File: config.mk
export PLATFORM = sky130hd
export DESIGN_NAME = bitslip_aligner
export DESIGN_NICKNAME = d
export VERILOG_FILES = /design/src/rtl/bsa_pkg.sv /design/src/rtl/bsa_edge_det.sv /design/src/rtl/bsa_offset_ctr.sv /design/src/rtl/bsa_window.sv /design/src/rtl/bsa_shifter.sv /design/src/rtl/bitslip_aligner.sv
export SDC_FILE = /design/constraint.sdc
export NUM_CORES = 1
export LEC_CHECK = 0
export ABC_AREA = 1
export BUFFER_PORTS_ARGS = -buffer_cell sky130_fd_sc_hd__buf_4
export CELL_PAD_IN_SITES_DETAIL_PLACEMENT = 1
export CELL_PAD_IN_SITES_GLOBAL_PLACEMENT = 1
export CORE_UTILIZATION = 39
export CTS_CLUSTER_DIAMETER = 150
export DETAILED_ROUTE_END_ITERATION = 16
export PLACE_DENSITY_LB_ADDON = 0.1
export SLEW_MARGIN = 20
export SYNTH_ARGS = -nofsm -noshare
export SYNTH_HDL_FRONTEND = slang
export SYNTH_SLANG_ARGS = --single-unit
File: constraint.sdc
create_clock -name clk -period 1.73 [get_ports clk]
set_clock_uncertainty 0.1 [all_clocks]
set_input_delay 0.346 -clock clk [delete_from_list [all_inputs] [get_ports clk]]
set_output_delay 0.346 -clock clk [all_outputs]
set_load 0.01 [all_outputs]
File: src/rtl/bsa_pkg.sv
package bsa_pkg;
  localparam int WIDE_W   = 10;
  localparam int NARROW_W = 8;
  localparam int OFF_W    = 5;

  typedef logic [OFF_W-1:0] off_t;

  // Highest legal offset for the configured word width.
  function automatic off_t last_off(input logic wide);
    return wide ? off_t'(WIDE_W - 1) : off_t'(NARROW_W - 1);
  endfunction
endpackage

File: src/rtl/bsa_edge_det.sv
module bsa_edge_det (
  input  logic clk,
  input  logic rst_n,
  input  logic req,
  output logic rise
);
  logic req_q;
  logic req_nxt;

  always_comb req_nxt = req;

  always_ff @(posedge clk or negedge rst_n) begin
    if (!rst_n) req_q <= 1'b0;
    else        req_q <= req_nxt;
  end

  assign rise = req & ~req_q;

  // A held request can never yield two edges in a row.
  assert_single_edge_R3: assert property (@(posedge clk) disable iff (!rst_n)
    rise |=> !rise);
endmodule

File: src/rtl/bsa_offset_ctr.sv
module bsa_offset_ctr
  import bsa_pkg::*;
(
  input  logic clk,
  input  logic rst_n,
  input  logic step,
  input  logic wide,
  output off_t off
);
  off_t off_q;
  off_t off_nxt;
  off_t off_last;
  logic off_en;

  always_comb begin
    off_last = last_off(wide);
    off_en   = step;
    off_nxt  = (off_q >= off_last) ? '0 : off_q + 1'b1;
  end

  always_ff @(posedge clk or negedge rst_n) begin
    if (!rst_n)      off_q <= '0;
    else if (off_en) off_q <= off_nxt;
  end

  assign off = off_q;

  assert_in_range_R4: assert property (@(posedge clk) disable iff (!rst_n)
    off_q <= last_off(wide));

  assert_step_one_R2: assert property (@(posedge clk) disable iff (!rst_n)
    (step && off_q < last_off(wide)) |=> off_q == off_t'($past(off_q) + 1'b1));

  assert_wrap_zero_R4: assert property (@(posedge clk) disable iff (!rst_n)
    (step && off_q == last_off(wide)) |=> off_q == '0);

  assert_no_step_hold_R3: assert property (@(posedge clk) disable iff (!rst_n)
    !step |=> $stable(off_q));
endmodule

File: src/rtl/bsa_window.sv
module bsa_window #(
  parameter int W     = 8,
  parameter int OFF_W = 5
) (
  input  logic [W-1:0]     cur,
  input  logic [W-1:0]     prev,
  input  logic [OFF_W-1:0] off,
  output logic [W-1:0]     word
);
  localparam int PAIR_W = 2 * W;

  logic [PAIR_W-1:0] pair;
  logic [PAIR_W-1:0] shifted;

  always_comb begin
    pair    = {cur, prev};
    shifted = pair >> off;
    word    = shifted[W-1:0];
  end
endmodule

File: src/rtl/bsa_shifter.sv
module bsa_shifter
  import bsa_pkg::*;
(
  input  logic              clk,
  input  logic              rst_n,
  input  logic              wide,
  input  logic              bypass,
  input  logic [WIDE_W-1:0] in_word,
  input  off_t              off,
  output logic [WIDE_W-1:0] out_word
);
  localparam int LANES = 2;

  logic [WIDE_W-1:0] prev_q;
  logic [WIDE_W-1:0] prev_nxt;
  logic [WIDE_W-1:0] out_q;
  logic [WIDE_W-1:0] out_nxt;
  logic [WIDE_W-1:0] pass_word;
  logic [WIDE_W-1:0] lane_word [LANES];

  // Lane 0 serves 8-bit mode and lane 1 serves 10-bit mode.
  for (genvar g = 0; g < LANES; g++) begin : g_lane
    localparam int LW = (g == 0) ? NARROW_W : WIDE_W;
    logic [LW-1:0] sel;
    bsa_window #(.W(LW), .OFF_W(OFF_W)) u_win (
      .cur  (in_word[LW-1:0]),
      .prev (prev_q[LW-1:0]),
      .off  (off),
      .word (sel)
    );
    assign lane_word[g] = WIDE_W'(sel);
  end

  always_comb begin
    prev_nxt  = in_word;
    pass_word = wide ? in_word : WIDE_W'(in_word[NARROW_W-1:0]);
    out_nxt   = bypass ? pass_word : lane_word[wide];
  end

  always_ff @(posedge clk or negedge rst_n) begin
    if (!rst_n) begin
      prev_q <= '0;
      out_q  <= '0;
    end else begin
      prev_q <= prev_nxt;
      out_q  <= out_nxt;
    end
  end

  assign out_word = out_q;

  assert_narrow_upper_zero_R6: assert property (@(posedge clk) disable iff (!rst_n)
    !wide |=> out_q[WIDE_W-1:NARROW_W] == '0);

  assert_bypass_pass_R7: assert property (@(posedge clk) disable iff (!rst_n)
    bypass |=> out_q == $past(wide ? in_word : WIDE_W'(in_word[NARROW_W-1:0])));
endmodule

File: src/rtl/bitslip_aligner.sv
module bitslip_aligner
  import bsa_pkg::*;
(
  input  logic              clk,
  input  logic              rst_n,
  input  logic              cfg_wide,
  input  logic              slip_en,
  input  logic              slip_req,
  input  logic [WIDE_W-1:0] rx_word,
  output logic [WIDE_W-1:0] aligned_word,
  output logic [OFF_W-1:0]  slip_offset
);
  logic req_rise;
  logic slip_step;
  off_t cur_off;

  bsa_edge_det u_edge (
    .clk  (clk),
    .rst_n(rst_n),
    .req  (slip_req),
    .rise (req_rise)
  );

  assign slip_step = req_rise & slip_en;

  bsa_offset_ctr u_ctr (
    .clk  (clk),
    .rst_n(rst_n),
    .step (slip_step),
    .wide (cfg_wide),
    .off  (cur_off)
  );

  bsa_shifter u_shift (
    .clk     (clk),
    .rst_n   (rst_n),
    .wide    (cfg_wide),
    .bypass  (!slip_en),
    .in_word (rx_word),
    .off     (cur_off),
    .out_word(aligned_word)
  );

  assign slip_offset = cur_off;

  assert_disabled_offset_hold_R7: assert property (@(posedge clk) disable iff (!rst_n)
    !slip_en |=> $stable(slip_offset));
endmodule

### Word-level counts from Yosys, hierarchy flattened

Cells that the tools add are included.

| storage, ports and cells | value |
|---|---|
| bits in latches | 0 |
| memories kept | 0 |
| ROM bits | 0 |
| input bits | 15 |
| flip-flop bits (word level) | 26 |
| word-level logic and storage cells | 20 |
| output and inout port bits | 15 |
| RAM bits | 0 |

| cells by class | value |
|---|---|
| divide/modulo/power cells | 0 |
| muxes and demuxes | 7 |
| add/sub/neg operators | 1 |
| shift operators | 2 |
| $mul | 0 |
| magnitude comparators | 2 |
| reduce and logical (&&, ||, !) cells | 0 |
| equal/unequal tests | 0 |
| bitwise gates (word level) | 4 |

Operators with widths:

| operator | count |
|---|---|
| 10-bit 2-to-1 mux | 5 |
| 20-bit by 5-bit >> shifter with 10-bit output | 1 |
| 16-bit by 5-bit >> shifter with 8-bit output | 1 |
| 5-bit by 1-bit adder with 5-bit output, second input constant | 1 |
| 5-bit greater-or-equal comparator | 1 |
| 5-bit 2-to-1 mux | 1 |
| 4-bit 2-to-1 mux | 1 |
| 1-bit AND | 2 |
| 2-bit greater-or-equal comparator, second input constant | 1 |
| 1-bit inverter with 2-bit output | 1 |
| 1-bit inverter | 1 |

### Longest topological paths before layout

Gate-level depths: netlist (run 1).

| logic depth | value |
|---|---|
| word-level depth | 5 |
| mapped depth | 12 |
| depth with buffers taken out | 11 |

### Hierarchy

Synthesis (run 1) repeated with hierarchy kept, for this count alone.

| unflattened totals | value |
|---|---|
| cell total of the unflattened synthesis | 446 |
| area, all modules | 2,795.2 um^2 |

Modules (own cells, without submodules):

| module | cells each | sequential area each (um^2) | times used | area an instance (um^2) |
|---|---|---|---|---|
| bsa_window (u_shift.g_lane[1].u_win) | 175 | 0.0 | 1 | 819.5 |
| bsa_shifter | 86 | 500.5 | 1 | 783.3 |
| bsa_window (u_shift.g_lane[0].u_win) | 136 | 0.0 | 1 | 777.0 |
| bsa_offset_ctr | 43 | 125.1 | 1 | 369.1 |
| bsa_edge_det | 3 | 25.0 | 1 | 35.0 |
| bitslip_aligner | 3 | 0.0 | 1 | 11.3 |

### Worst setup path after synthesis (run 1)

Ideal clock, no wire load.

| timing path | value |
|---|---|
| path type | register -> register |
| from | register u_ctr.off_q[1] (netlist: u_ctr.off[1]) |
| to | register u_ctr.off_q[2] (netlist: u_ctr.off[2]) |
| setup slack | 0.181 ns |
| setup time | 0.072 ns |
| arrival | 1.377 ns |
| buffers on the path | 0 |
| required time | 1.558 ns |
| clock period less this slack | 1.549 ns |
| stages on the path, launching flop included | 9 |
| cells stage by stage | dfrtp_1 -> ha_1 -> nand2_1 -> inv_1 -> o21ai_0 -> a21boi_0 -> nor3_1 -> nor2_1 -> nor2_1 |

| between the ends | value |
|---|---|
| cells in the longest elaborated chain, start to end | 2 |
| elaborated cells between the ends (all ways) | 3 |
| classes of those cells | add/sub: 1; order compare: 1; mux: 1 |

Ends and longest elaborated chain:

| what | line | source |
|---|---|---|
| from (decl) | bsa_offset_ctr.sv:10 | `off_t off_q;` |
| from (signal assigned) | bsa_offset_ctr.sv:23 | `else if (off_en) off_q <= off_nxt;` |
| 5-bit by 1-bit adder with 5-bit output / 5-bit greater-or-equal comparator (equally long branches) | bsa_offset_ctr.sv:18 | `off_nxt = (off_q >= off_last) ? '0 : off_q + 1'b1;` |
| 5-bit 2-to-1 mux (*) | bsa_offset_ctr.sv:18 |  |

Mark *: on every way between the ends. The rest lies on a longest branch, timed or not.
A chain may end at the register's enable or synchronous reset.

### Final worst setup path (run 1)

| timing path | value |
|---|---|
| from | register u_ctr.off_q[0] (netlist: u_ctr.off[0]) |
| to | register u_shift.out_q[0] (netlist: u_shift.out_word[0]) |

| between the ends | value |
|---|---|
| cells in the longest elaborated chain, start to end | 5 |
| elaborated cells between the ends (all ways) | 6 |
| classes of those cells | shift: 2; mux: 4 |

Ends and longest elaborated chain:

| what | line | source |
|---|---|---|
| 20-bit by 5-bit >> shifter with 10-bit output / 16-bit by 5-bit >> shifter with 8-bit output (equally long branches) | bsa_window.sv:17 | `shifted = pair >> off;` |
| 10-bit 2-to-1 mux (not written as such) (*) (3 in series) | bsa_shifter.sv:37 | `out_nxt = bypass ? pass_word : lane_word[wide];` |
| 10-bit 2-to-1 mux (*) | bsa_shifter.sv:37 |  |
| net u_shift.out_nxt[0] | bsa_shifter.sv:17 | `logic [WIDE_W-1:0] out_nxt;` |
| to (signal assigned) | bsa_shifter.sv:46 | `out_q <= out_nxt;` |
| to (decl) | bsa_shifter.sv:16 | `logic [WIDE_W-1:0] out_q;` |

The timed path passes the listed nets; every way through them passes the cells marked *. The select of a mux whose other input is x is not followed.

==> results_tabular.tex, run 1 <==
\begin{tabular}{lr}
\hline
Metric & Value \\
\hline
\multicolumn{2}{l}{\textbf{Worst setup path}} \\
\quad Category of the worst setup path capture point & register \\
\quad Largest stage delay, worst path & 440 ps \\
\quad Kind of critical path & register to register \\
\quad Data arrival time of the worst path & 1790 ps \\
\quad CP required & 1850 ps \\
\quad Critical Path Slowest Stage Cell & dfrtp\_2 \\
\quad Worst R2R Setup Slack & 60 ps \\
\quad Worst-path cell chain & buf\_8, nand2\_1, nand2\_1, nand2\_1, nand2\_2, nand3\_1, o21ai\_0, nand2\_1, nor2\_1, nand2\_1, nand2\_1 \\
\quad Kind of cell with the highest combined delay on the critical path & simple AND/OR/NAND/NOR gates \\
\quad Critical path buffers and inverters & 1 \\
\quad Highest fanout seen on the critical path & 18 \\
\quad Startpoint class of the critical path & register \\
\quad Most common cell type on the critical path & nand2\_1 \\
\multicolumn{2}{l}{\textbf{Floorplan}} \\
\quad FP Rows & 26 \\
\quad Starting utilization of the core area & 0.406 \\
\quad Area enclosed by the die boundary & 5620 sq um \\
\quad DIE WIDTH & 75.0 um \\
\quad Die boundary height & 75.0 um \\
\quad Placeable Area & 5110 sq um \\
\quad Boundary pin count & 30 \\
\multicolumn{2}{l}{\textbf{Timing}} \\
\quad Share of the cycle needed by the critical path after routing & 0.964 \\
\quad Final critical-path setup slack & 61.4 ps \\
\quad Count of final setup violators & 0 \\
\quad Rel. slew slack & 0.755 \\
\quad FMAX & 599 MHz \\
\quad Clock period minus final worst setup slack & 1670 ps \\
\quad Worst Max-Slew Pin Slew & 367 ps \\
\quad Final hold slack & 80.5 ps \\
\quad Setup repair after global routing missed its margin & yes \\
\quad Final TNS setup & 0 ps \\
\quad Final Hold Vio Count & 0 \\
\quad Final-report max-slew violation count & 0 \\
\multicolumn{2}{l}{\textbf{Yosys}} \\
\quad Post-synth top cells & nand2\_1, nand3\_1, dfrtp\_1, inv\_1, nor2\_1 \\
\quad Number of different library cells in the post-synthesis netlist & 23 \\
\quad Synth Area in XOR/XNOR & 0.0127 \\
\quad Most common cell in the netlist & nand2\_1 \\
\quad Simple-gate portion of the synthesized area & 0.484 \\
\quad Synthesized area & 2080 sq um \\
\quad Top area cells in the synthesized netlist & dfrtp\_1, nand2\_1, nand3\_1 \\
\quad Combinational family with the most area after synthesis & simple AND/OR/NAND/NOR gates \\
\quad Post-synthesis share of cell area spent on full adders, half adders and majority gates & 0.0241 \\
\quad Number of nets produced by synthesis & 362 \\
\quad Compound-Gate Fraction of Synth Area & 0.0693 \\
\quad Register bit total from synthesis & 26 \\
\quad Share of synthesized area occupied by flip-flops and latches & 0.313 \\
\quad Area fraction of the dominant cell type after synthesis & 0.313 \\
\quad Primary FF master, synth & dfrtp\_1 \\
\quad Count of flip-flops with a built-in enable after synthesis & 0 \\
\quad Mapped Avg Cell Area & 6.05 sq um \\
\quad Fraction of registers with async set/reset & 1.00 \\
\quad Number of synthesis warnings & 0 \\
\quad Share of synthesized area spent on multiplexers & 0 \\
\quad Gate count after technology mapping & 343 \\
\quad Dominant cell type by area after synthesis & dfrtp\_1 \\
\multicolumn{2}{l}{\textbf{Clock network}} \\
\quad CTS tree & built \\
\quad CTS root buf & clkbuf\_8 \\
\quad CTS buffer count & 3 \\
\quad Worst-path clk slew & 100 ps \\
\quad Maximum root-to-sink buffer count & 2 \\
\quad Clock sink count & 26 \\
\quad Clock insertion delay at the later pin of the skew report & 270 ps \\
\quad H-tree levels & 1 \\
\multicolumn{2}{l}{\textbf{Power}} \\
\quad Worst vdd ir & 916 uV \\
\quad PnR Total Power & 4.37 mW \\
\quad Total leakage power & 1.41 nW \\
\quad Power density relative to cell area & 1690 nW/um\^{}2 \\
\multicolumn{2}{l}{\textbf{Routing}} \\
\quad Iteration count of the initial detailed-routing pass & 4 \\
\quad DRC violation total after the first TritonRoute iteration & 177 \\
\quad Residual DRC count & 0 \\
\quad Aggregate routed wire length & 7.83 mm \\
\quad Detail Route Antenna Nets & 0 \\
\quad Detailed-route via count & 2408 \\
\quad Number of vias per cell after detailed routing & 5.28 \\
\quad Routed length per instance & 17.2 um \\
\multicolumn{2}{l}{\textbf{Global routing}} \\
\quad Number of antenna violations at the first check in global routing & 0 \\
\quad Via count of the first global-routing pass & 2352 \\
\quad Total congestion overflow & 0 \\
\quad GRT Resource Usage Total & 0.303 \\
\quad Maximum number of pins on one net before global-route repair & 27 \\
\quad Wire length of the first global-routing pass & 12.4 mm \\
\multicolumn{2}{l}{\textbf{Layout}} \\
\quad Utilization after layout & 0.507 \\
\quad NumNets Final & 407 \\
\quad Number of standard cells in the final layout excluding fillers & 456 \\
\quad Antenna fix cells & 0 \\
\quad Final instance area & 2590 sq um \\
\quad Share of post-route cells with drive strength above 1 & 0.194 \\
\quad Area growth, synth to finish & 24.8\% \\
\multicolumn{2}{l}{\textbf{Min path}} \\
\quad Min-Delay Path Class & input pin to register \\
\multicolumn{2}{l}{\textbf{Placement}} \\
\quad Port-buffer cells & 29 \\
\quad Dpl hpwl & 6.10 mm \\
\quad Last weighted congestion value of the routability-driven placer & 0.917 \\
\quad Cell area after placement & 2460 sq um \\
\quad Placed instance count & 448 \\
\quad Worst-case setup slack after placement & -51.8 ps \\
\multicolumn{2}{l}{\textbf{Flow run}} \\
\quad Max Cap Viol & 0 \\
\multicolumn{2}{l}{\textbf{Outcome}} \\
\quad Run status & completed \\
\hline
\end{tabular}
cell usage in the layout, fill, tap and decap left out, drive strengths merged, types with 3 or more instances in the layout:
| master | Yosys | layout |
|---|---|---|
| a21oi | 14 | 14 |
| buf | 12 | 53 |
| clkbuf | 3 | 3 |
| clkinv | 1 | 3 |
| dfrtp | 26 | 26 |
| ha | 4 | 4 |
| inv | 27 | 26 |
| nand2 | 147 | 147 |
| nand3 | 61 | 61 |
| nand4 | 6 | 6 |
| nor2 | 22 | 22 |
| o21ai | 12 | 12 |
| xor2 | 3 | 3 |
metal layers:
layer	wire length [um]	vias to the layer above	global-route usage	part of all wire
met5	0	-	0	0
met4	170	0	0.0776	0.022
met3	302	13	0.0281	0.039
met2	3950	60	0.532	0.50
met1	3400	1146	0.400	0.43
li1	-	1189	-	-
worst paths after layout:
check | start | cells after the start | endpoint
setup / recovery | u_ctr.off[0] | 11 | u_shift.out_word[0]
hold / removal | slip_req | 1 | u_edge.req_q
setup reg to reg | u_ctr.off[0] | 11 | u_shift.out_word[0]
hold reg to reg | u_edge.req_q | 3 | u_ctr.off[1]
max in group asynchronous | rst_n | 2 | u_ctr.off[0]
min in group asynchronous | rst_n | 2 | u_shift.out_word[0]
timing repair:
action                                  CTS  global route
endpoints found under the hold margin    26             0
setup buffers                             0             3
gates cloned                              0             1
endpoints found under the setup margin    1            14
resized for setup                         1            22
pin swaps                                 0             1
hold buffers                              1             0
flip-flops by register name (all words and copies together) (netlist names):
signal,count
u_ctr.off,5
u_edge.req_q,1
u_shift.out_word,10
u_shift.prev_q,10
area by class of cell:
type	count	area [sq um]
well taps	70	87.6
repair inverters	1	5.00
clock buffers	3	41.3
flip-flops and latches	26	652
repair buffers	54	435
fillers	721	2520
inverters	28	110
multi-input cells	274	1260
worst reg2reg max path, delay by kind of cell (launching register included):
family	cells	cell delay, ps
simple gates	9	810
compound gates	1	100
buf+inv	1	180
flops	1	440
logic make-up (layout without fill, tap and decap cells):
kind of cell    count (synthesis)  count (layout)
compound gates                 28              28
xor+xnor                        3               3
fa+ha+maj                       4               4
buf+inv                        43              86
flops                          26              26
simple gates                  239             239
report_power, final:
group	internal (mW)	leakage, nW	switching [mW]
registers	0.755	0.314	0.116
clock network	0.157	0.0216	0.204
logic	1.16	1.08	1.98
Note: power is estimated with default switching activity, not from simulation.
==> run 2, diff against run 1 <==
--- a/config.mk
+++ b/config.mk
@@ -12,7 +12,7 @@
 export CORE_UTILIZATION = 39
 export CTS_CLUSTER_DIAMETER = 150
 export DETAILED_ROUTE_END_ITERATION = 16
-export PLACE_DENSITY_LB_ADDON = 0.1
+export PLACE_DENSITY_LB_ADDON = 0.12
 export SLEW_MARGIN = 20
 export SYNTH_ARGS = -nofsm -noshare
 export SYNTH_HDL_FRONTEND = slang
==> run 2 against run 1 <==
  * Utilization grew 2.1 points
  * Register-to-register slack about the same
  * Maximum frequency hardly changed
  * Design area up 4.1%
  * Clock power hardly changed
  * Worst setup slack hardly changed
  * Count of clock-buffer cells in the layout unchanged
  * Via count up 3.7%
  * Sequential cell count stayed put
  * Critical path depth did not move
==> results_tabular.tex, run 2 (synthesis gave the netlist of run 1 again) <==
\begin{tabular}{lr}
\hline
Metric & Value \\
\hline
\multicolumn{2}{l}{\textbf{Worst setup path}} \\
\quad Kind of critical path & register to register \\
\quad Worst flop-to-flop path endpoint & u\_shift.out\_word[1] \\
\quad Data arrival time of the worst path & 1740 ps (-50 ps) \\
\quad Length in cells of the worst reg-to-reg path & 11 (unchanged) \\
\quad Startpoint of the lowest-slack register-to-register path & u\_ctr.off[0] \\
\quad Worst R2R Setup Slack & 60 ps (about the same) \\
\quad Startpoint class of the critical path & register \\
\quad Highest fanout seen on the critical path & 5 (-13) \\
\quad CP required & 1800 ps (-50 ps) \\
\quad Category of the worst setup path capture point & register \\
\multicolumn{2}{l}{\textbf{Clock network}} \\
\quad Worst-path clk slew & 100 ps (about the same) \\
\quad H-tree levels & 1 (unchanged) \\
\quad CTS tree & built \\
\quad Clock insertion delay at the later pin of the skew report & 280 ps (about the same) \\
\quad CTS buffer count & 3 (unchanged) \\
\quad Maximum root-to-sink buffer count & 2 (unchanged) \\
\quad Clock sink count & 26 (unchanged) \\
\quad CTS root buf & clkbuf\_8 \\
\multicolumn{2}{l}{\textbf{Placement}} \\
\quad Dpl hpwl & 6.17 mm (+1.2\%) \\
\quad Cell area after placement & 2480 sq um (+1.1\%) \\
\quad Last weighted congestion value of the routability-driven placer & 0.896 (-2.3\%) \\
\quad Port-buffer cells & 29 (unchanged) \\
\multicolumn{2}{l}{\textbf{Routing}} \\
\quad Aggregate routed wire length & 8.15 mm (+4.2\%) \\
\quad Detailed-route via count & 2497 (+3.7\%) \\
\quad Number of vias per cell after detailed routing & 5.42 (+2.6\%) \\
\quad Routed length per instance & 17.7 um (+3.0\%) \\
\quad Detail Route Antenna Nets & 0 (unchanged) \\
\quad DRC violation total after the first TritonRoute iteration & 209 (+18\%) \\
\quad Iteration count of the initial detailed-routing pass & 4 (unchanged) \\
\quad Residual DRC count & 0 (unchanged) \\
\multicolumn{2}{l}{\textbf{Global routing}} \\
\quad Via count of the first global-routing pass & 2516 (+7.0\%) \\
\quad Number of antenna violations at the first check in global routing & 0 (unchanged) \\
\quad GRT Resource Usage Total & 0.308 (+0.00527) \\
\quad Wire length of the first global-routing pass & 12.6 mm (+2.1\%) \\
\quad Maximum number of pins on one net before global-route repair & 27 (unchanged) \\
\quad Total congestion overflow & 0 (unchanged) \\
\multicolumn{2}{l}{\textbf{Power}} \\
\quad Total leakage power & 1.45 nW (+2.8\%) \\
\quad Worst vdd ir & 1250 uV (+36\%) \\
\quad Power density relative to cell area & 1710 nW/um\^{}2 (+1.4\%) \\
\multicolumn{2}{l}{\textbf{Timing}} \\
\quad Final Hold Vio Count & 0 (unchanged) \\
\quad Clock period minus final worst setup slack & 1670 ps (-0.257 ps) \\
\quad FMAX & 599 MHz (about the same) \\
\quad Count of final setup violators & 0 (unchanged) \\
\quad Final hold slack & 72.6 ps (-7.92 ps) \\
\quad Rel. slew slack & 0.758 (+0.00302) \\
\quad Final-report max-slew violation count & 0 (unchanged) \\
\quad Worst Max-Slew Pin Slew & 363 ps (-4.13 ps) \\
\quad Share of the cycle needed by the critical path after routing & 0.964 (about the same) \\
\quad Setup repair after global routing missed its margin & yes \\
\multicolumn{2}{l}{\textbf{Outcome}} \\
\quad Run status & completed \\
\multicolumn{2}{l}{\textbf{Layout}} \\
\quad Area growth, synth to finish & 29.8\% \\
\quad NumNets Final & 412 (+1.2\%) \\
\quad Antenna fix cells & 0 (unchanged) \\
\quad Share of post-route cells with drive strength above 1 & 0.240 (+0.0461) \\
\quad Utilization after layout & 0.528 (+0.0206) \\
\quad Final instance area & 2700 sq um (+4.1\%) \\
\quad Top library cells by usage in the layout, fill and taps aside & nand2\_1, buf\_4, nand3\_1 \\
\quad Most common cell after layout, fill and taps aside & nand2\_1 \\
\multicolumn{2}{l}{\textbf{Min path}} \\
\quad Hold depth & 1 (unchanged) \\
\quad Endpoint with the worst hold slack & u\_edge.req\_q \\
\quad Worst hold start & slip\_req \\
\quad Min-Delay Path Class & input pin to register \\
\multicolumn{2}{l}{\textbf{Flow run}} \\
\quad Max Cap Viol & 0 (unchanged) \\
\multicolumn{2}{l}{\textbf{Floorplan}} \\
\quad Boundary pin count & 30 (unchanged) \\
\quad FP Rows & 26 (unchanged) \\
\quad Starting utilization of the core area & 0.406 (unchanged) \\
\quad DIE WIDTH & 75.0 um (unchanged) \\
\quad Die boundary height & 75.0 um (unchanged) \\
\quad Area enclosed by the die boundary & 5620 sq um (unchanged) \\
\quad Placeable Area & 5110 sq um (unchanged) \\
\hline
\end{tabular}
run 2: changes by cell type in the layout (fill, tap and decap cells not counted), sizes merged:
cell / previous run / this run
buf: 53 / 59
clkinv: 3 / 1
inv: 26 / 27
run 2: routing by layer:
metal | vias up | routed length [um] | global-route usage
met2 | 88 | 3950 | 0.511
met3 | 31 | 445 | 0.0361
met1 | 1176 | 3330 | 0.395
met4 | 0 | 431 | 0.161
met5 | - | 0 | 0
li1 | 1202 | - | -
run 2: worst max-delay path, stage by stage, from the launching register on:
cell and delay (ps):
dfrtp_1 420, inv_2 90, buf_4 140, buf_4 140, nand2_2 60, nand3_2 100, nand2_2 100, nand2_1 70
nand3_1 90, nand2_1 50, o21ai_1 120, nand2_1 70
run 2: through the flow:
stage | setup WS [ps] | power, mW | setup TNS, ps | std cells
2_1_floorplan | 181 | 2.75 | 0 | 343
3_3_place_gp | 32.1 | 3.83 | 0 | 450
3_5_place_dp | -33.1 | 3.87 | -78.8 | 450
4_1_cts | 14.0 | 4.30 | 0 | 456
5_1_grt | -113 | 5.01 | -382 | 461
6_report | 61.7 | 4.61 | 0 | 461
run 2: worst max path at each step:
stage	startpoint	endpoint	cells after the start
after CTS	u_ctr.off[1]	u_ctr.off[3]	9
after detailed placement	cfg_wide	u_ctr.off[4]	10
after floorplan	u_ctr.off[1]	u_ctr.off[2]	8
after global routing	u_ctr.off[0]	u_shift.out_word[0]	12
final	u_ctr.off[0]	u_shift.out_word[1]	11
after global placement	cfg_wide	u_ctr.off[4]	10
run 2: where the power goes:
group,leakage [nW],switching (mW),internal (mW)
clock network,0.0216,0.206,0.157
logic,1.12,2.08,1.29
registers,0.314,0.117,0.755
total,1.45,2.40,2.20
run 2: final cells by class:
type | instances | area (sq um)
Inverter | 28 | 105
Multi-Input combinational cell | 274 | 1330
Clock buffer | 3 | 41.3
Fill cell | 723 | 2410
Timing Repair Buffer | 60 | 482
Tap cell | 70 | 87.6
Sequential cell | 26 | 652
run 2: what timing repair did:
action / in CTS / in global routing
resized for setup: 2 / 32
hold buffers: 1 / 0
pin swaps: 0 / 2
buffers inserted: 2 / 5
hold endpoints to repair: 26 / 0
setup endpoints to repair: 4 / 14
==> run 3, diff against run 2 <==
--- a/config.mk
+++ b/config.mk
@@ -9,6 +9,7 @@
 export BUFFER_PORTS_ARGS = -buffer_cell sky130_fd_sc_hd__buf_4
 export CELL_PAD_IN_SITES_DETAIL_PLACEMENT = 1
 export CELL_PAD_IN_SITES_GLOBAL_PLACEMENT = 1
+export CORE_MARGIN = 2
 export CORE_UTILIZATION = 39
 export CTS_CLUSTER_DIAMETER = 150
 export DETAILED_ROUTE_END_ITERATION = 16
==> run 3 against run 2 <==
  * Cell count down 1.3%
  * Non-clock buffer count down 6
  * Sequential share of layout area up 0.70 points
  * Register-to-register slack worse by 60 ps
  * Worst setup slack worse by 55 ps
  * Design area down 3.0%
  * Utilization down 1.6 points
  * Hold slack better by 15 ps
  * Via count down 1.0%
  * First-iteration DRC count down 36%
  * Global-route usage down 2.8 points
  * Total power down 4.2%
  * Largest cell class unchanged
  * Largest power group unchanged
==> results_tabular.tex, run 3 (synthesis gave the netlist of run 1 again) <==
\begin{tabular}{lr}
\hline
Metric & Value \\
\hline
\multicolumn{2}{l}{\textbf{Timing}} \\
\quad Final-report max-slew violation count & 0 (unchanged) \\
\quad Share of the cycle needed by the critical path after routing & 0.996 (+0.0321) \\
\quad Rel. slew slack & 0.736 (-0.0224) \\
\quad Final Hold Vio Count & 0 (unchanged) \\
\quad Clock period minus final worst setup slack & 1720 ps (+55.5 ps) \\
\quad Worst Max-Slew Pin Slew & 396 ps (+33.2 ps) \\
\quad Final TNS setup & 0 ps (unchanged) \\
\quad FMAX & 580 MHz (-3.2\%) \\
\quad Count of final setup violators & 0 (unchanged) \\
\quad Setup repair after global routing missed its margin & yes \\
\multicolumn{2}{l}{\textbf{Worst setup path}} \\
\quad Data arrival time of the worst path & 1830 ps (+90 ps) \\
\quad Highest fanout seen on the critical path & 4 (-1) \\
\quad Largest stage delay, worst path & 450 ps (+30 ps) \\
\quad Category of the worst setup path capture point & register \\
\quad Critical Path Slowest Stage Cell & dfrtp\_1 \\
\quad Startpoint of the lowest-slack register-to-register path & u\_ctr.off[1] \\
\quad Timing startpoint of the critical path & u\_ctr.off[1] \\
\quad Worst flop-to-flop path endpoint & u\_ctr.off[2] \\
\quad CP required & 1840 ps (+40 ps) \\
\quad Worst R2R Setup Slack & 6 ps (-60 ps) \\
\quad Critical path buffers and inverters & 2 (-1) \\
\quad Startpoint class of the critical path & register \\
\quad Kind of cell with the highest combined delay on the critical path & flip-flops \\
\quad Length in cells of the worst reg-to-reg path & 9 (-2) \\
\quad Kind of critical path & register to register \\
\quad Worst-path cell chain & ha\_1, nand2\_1, inv\_1, o21ai\_1, a21boi\_1, nor3\_1, buf\_4, nor2\_4, nor2\_2 \\
\multicolumn{2}{l}{\textbf{Placement}} \\
\quad Dpl hpwl & 6.24 mm (+1.2\%) \\
\quad Last weighted congestion value of the routability-driven placer & 0.917 (+2.3\%) \\
\quad Cell area after placement & 2480 sq um (-0.30\%) \\
\quad Port-buffer cells & 29 (unchanged) \\
\quad Placed instance count & 449 (-0.22\%) \\
\multicolumn{2}{l}{\textbf{Floorplan}} \\
\quad Area enclosed by the die boundary & 5920 sq um (+5.4\%) \\
\quad Boundary pin count & 30 (unchanged) \\
\quad FP Rows & 26 (unchanged) \\
\quad Die boundary height & 77.0 um (+2.7\%) \\
\quad DIE WIDTH & 77.0 um (+2.7\%) \\
\quad Placeable Area & 5110 sq um (unchanged) \\
\quad Starting utilization of the core area & 0.406 (unchanged) \\
\multicolumn{2}{l}{\textbf{Clock network}} \\
\quad Maximum root-to-sink buffer count & 2 (unchanged) \\
\quad Clock insertion delay at the later pin of the skew report & 270 ps (about the same) \\
\quad Worst-path clk slew & 90 ps (about the same) \\
\quad H-tree levels & 1 (unchanged) \\
\quad CTS buffer count & 3 (unchanged) \\
\quad CTS root buf & clkbuf\_8 \\
\quad CTS tree & built \\
\quad Clock sink count & 26 (unchanged) \\
\multicolumn{2}{l}{\textbf{Global routing}} \\
\quad GRT Resource Usage Total & 0.280 (-0.0282) \\
\quad Maximum number of pins on one net before global-route repair & 27 (unchanged) \\
\quad Number of antenna violations at the first check in global routing & 0 (unchanged) \\
\quad Wire length of the first global-routing pass & 13.0 mm (+3.3\%) \\
\quad Via count of the first global-routing pass & 2626 (+4.4\%) \\
\quad Total congestion overflow & 0 (unchanged) \\
\multicolumn{2}{l}{\textbf{Layout}} \\
\quad Most common cell after layout, fill and taps aside & nand2\_1 \\
\quad Utilization after layout & 0.512 (-0.0159) \\
\quad Top library cells by usage in the layout, fill and taps aside & nand2\_1, nand3\_1, buf\_4 \\
\quad Filler Cells Inserted & 706 (-2.4\%) \\
\quad Share of post-route cells with drive strength above 1 & 0.213 (-0.0274) \\
\quad Area growth, synth to finish & 25.9\% \\
\quad NumNets Final & 406 (-1.5\%) \\
\quad Antenna fix cells & 0 (unchanged) \\
\quad Number of standard cells in the final layout excluding fillers & 455 (-1.3\%) \\
\quad Final instance area & 2610 sq um (-3.0\%) \\
\multicolumn{2}{l}{\textbf{Routing}} \\
\quad Number of vias per cell after detailed routing & 5.43 (+0.30\%) \\
\quad Residual DRC count & 0 (unchanged) \\
\quad Iteration count of the initial detailed-routing pass & 4 (unchanged) \\
\quad DRC violation total after the first TritonRoute iteration & 133 (-36\%) \\
\quad Detail Route Antenna Nets & 0 (unchanged) \\
\quad Routed length per instance & 17.5 um (-1.3\%) \\
\quad Detailed-route via count & 2472 (-1.0\%) \\
\quad Aggregate routed wire length & 7.94 mm (-2.6\%) \\
\multicolumn{2}{l}{\textbf{Power}} \\
\quad Power density relative to cell area & 1690 nW/um\^{}2 (-1.3\%) \\
\quad PnR Total Power & 4.41 mW (-4.2\%) \\
\quad Total leakage power & 1.41 nW (-2.6\%) \\
\quad Worst vdd ir & 947 uV (-24\%) \\
\multicolumn{2}{l}{\textbf{Flow run}} \\
\quad Max Cap Viol & 0 (unchanged) \\
\multicolumn{2}{l}{\textbf{Min path}} \\
\quad Endpoint with the worst hold slack & u\_edge.req\_q \\
\quad Min-Delay Path Class & input pin to register \\
\quad Worst hold start & slip\_req \\
\quad Hold depth & 1 (unchanged) \\
\multicolumn{2}{l}{\textbf{Outcome}} \\
\quad Run status & completed \\
\hline
\end{tabular}
-- run 3: changes by cell type in the layout (fill, tap and decap cells not counted), moves of 2 or more --
cell,delta
buf_4,-6
nor2_1,-3
nand2_1,+3
nor2_2,+3
nand3_2,-2
nand2_2,-2
nand3_1,+2
-- run 3: routing by layer --
layer / share of wire / track usage / wire (um) / vias up
met5: 0 / 0 / 0 / -
met4: 0.037 / 0.138 / 296 / 0
met3: 0.041 / 0.0318 / 327 / 23
met2: 0.49 / 0.482 / 3910 / 81
met1: 0.43 / 0.347 / 3410 / 1187
li1: - / - / - / 1181
-- run 3: where the power goes --
group	total, mW	switching [mW]	internal (mW)
logic	3.20	2.01	1.19
registers	0.864	0.112	0.753
clock network	0.347	0.190	0.156
-- run 3: final cells by class --
class	count	area [sq um]	share of cell area
Multi-Input combinational cell	274	1290	0.494
Sequential cell	26	651	0.249
Timing Repair Buffer	54	437	0.167
Inverter	28	105	0.0402
Tap cell	70	87.6	0.0335
Clock buffer	3	41.3	0.0158
-- run 3: per-stage QoR --
stage               setup WS, ps  hold slack, ps
finish                      6.23            87.1
global route               -99.1            81.8
CTS                         16.1            77.3
detailed placement         -39.3             187
global placement            42.2             178
floorplan                    181           -49.6
-- run 3: worst max-delay path by stage --
stage / to / slack, ps / cells after the start
floorplan: u_ctr.off[2] / 180 / 8
global placement: u_ctr.off[0] / 40 / 10
detailed placement: u_ctr.off[0] / -40 / 10
CTS: u_shift.out_word[1] / 20 / 8
global route: u_ctr.off[2] / -100 / 9
finish: u_ctr.off[2] / 6 / 9
-- run 3: repair_timing --
action,CTS,global route
endpoints found under the setup margin,0,13
hold buffers,1,0
resized for setup,0,27
buffers inserted,0,2
hold endpoints to repair,26,0
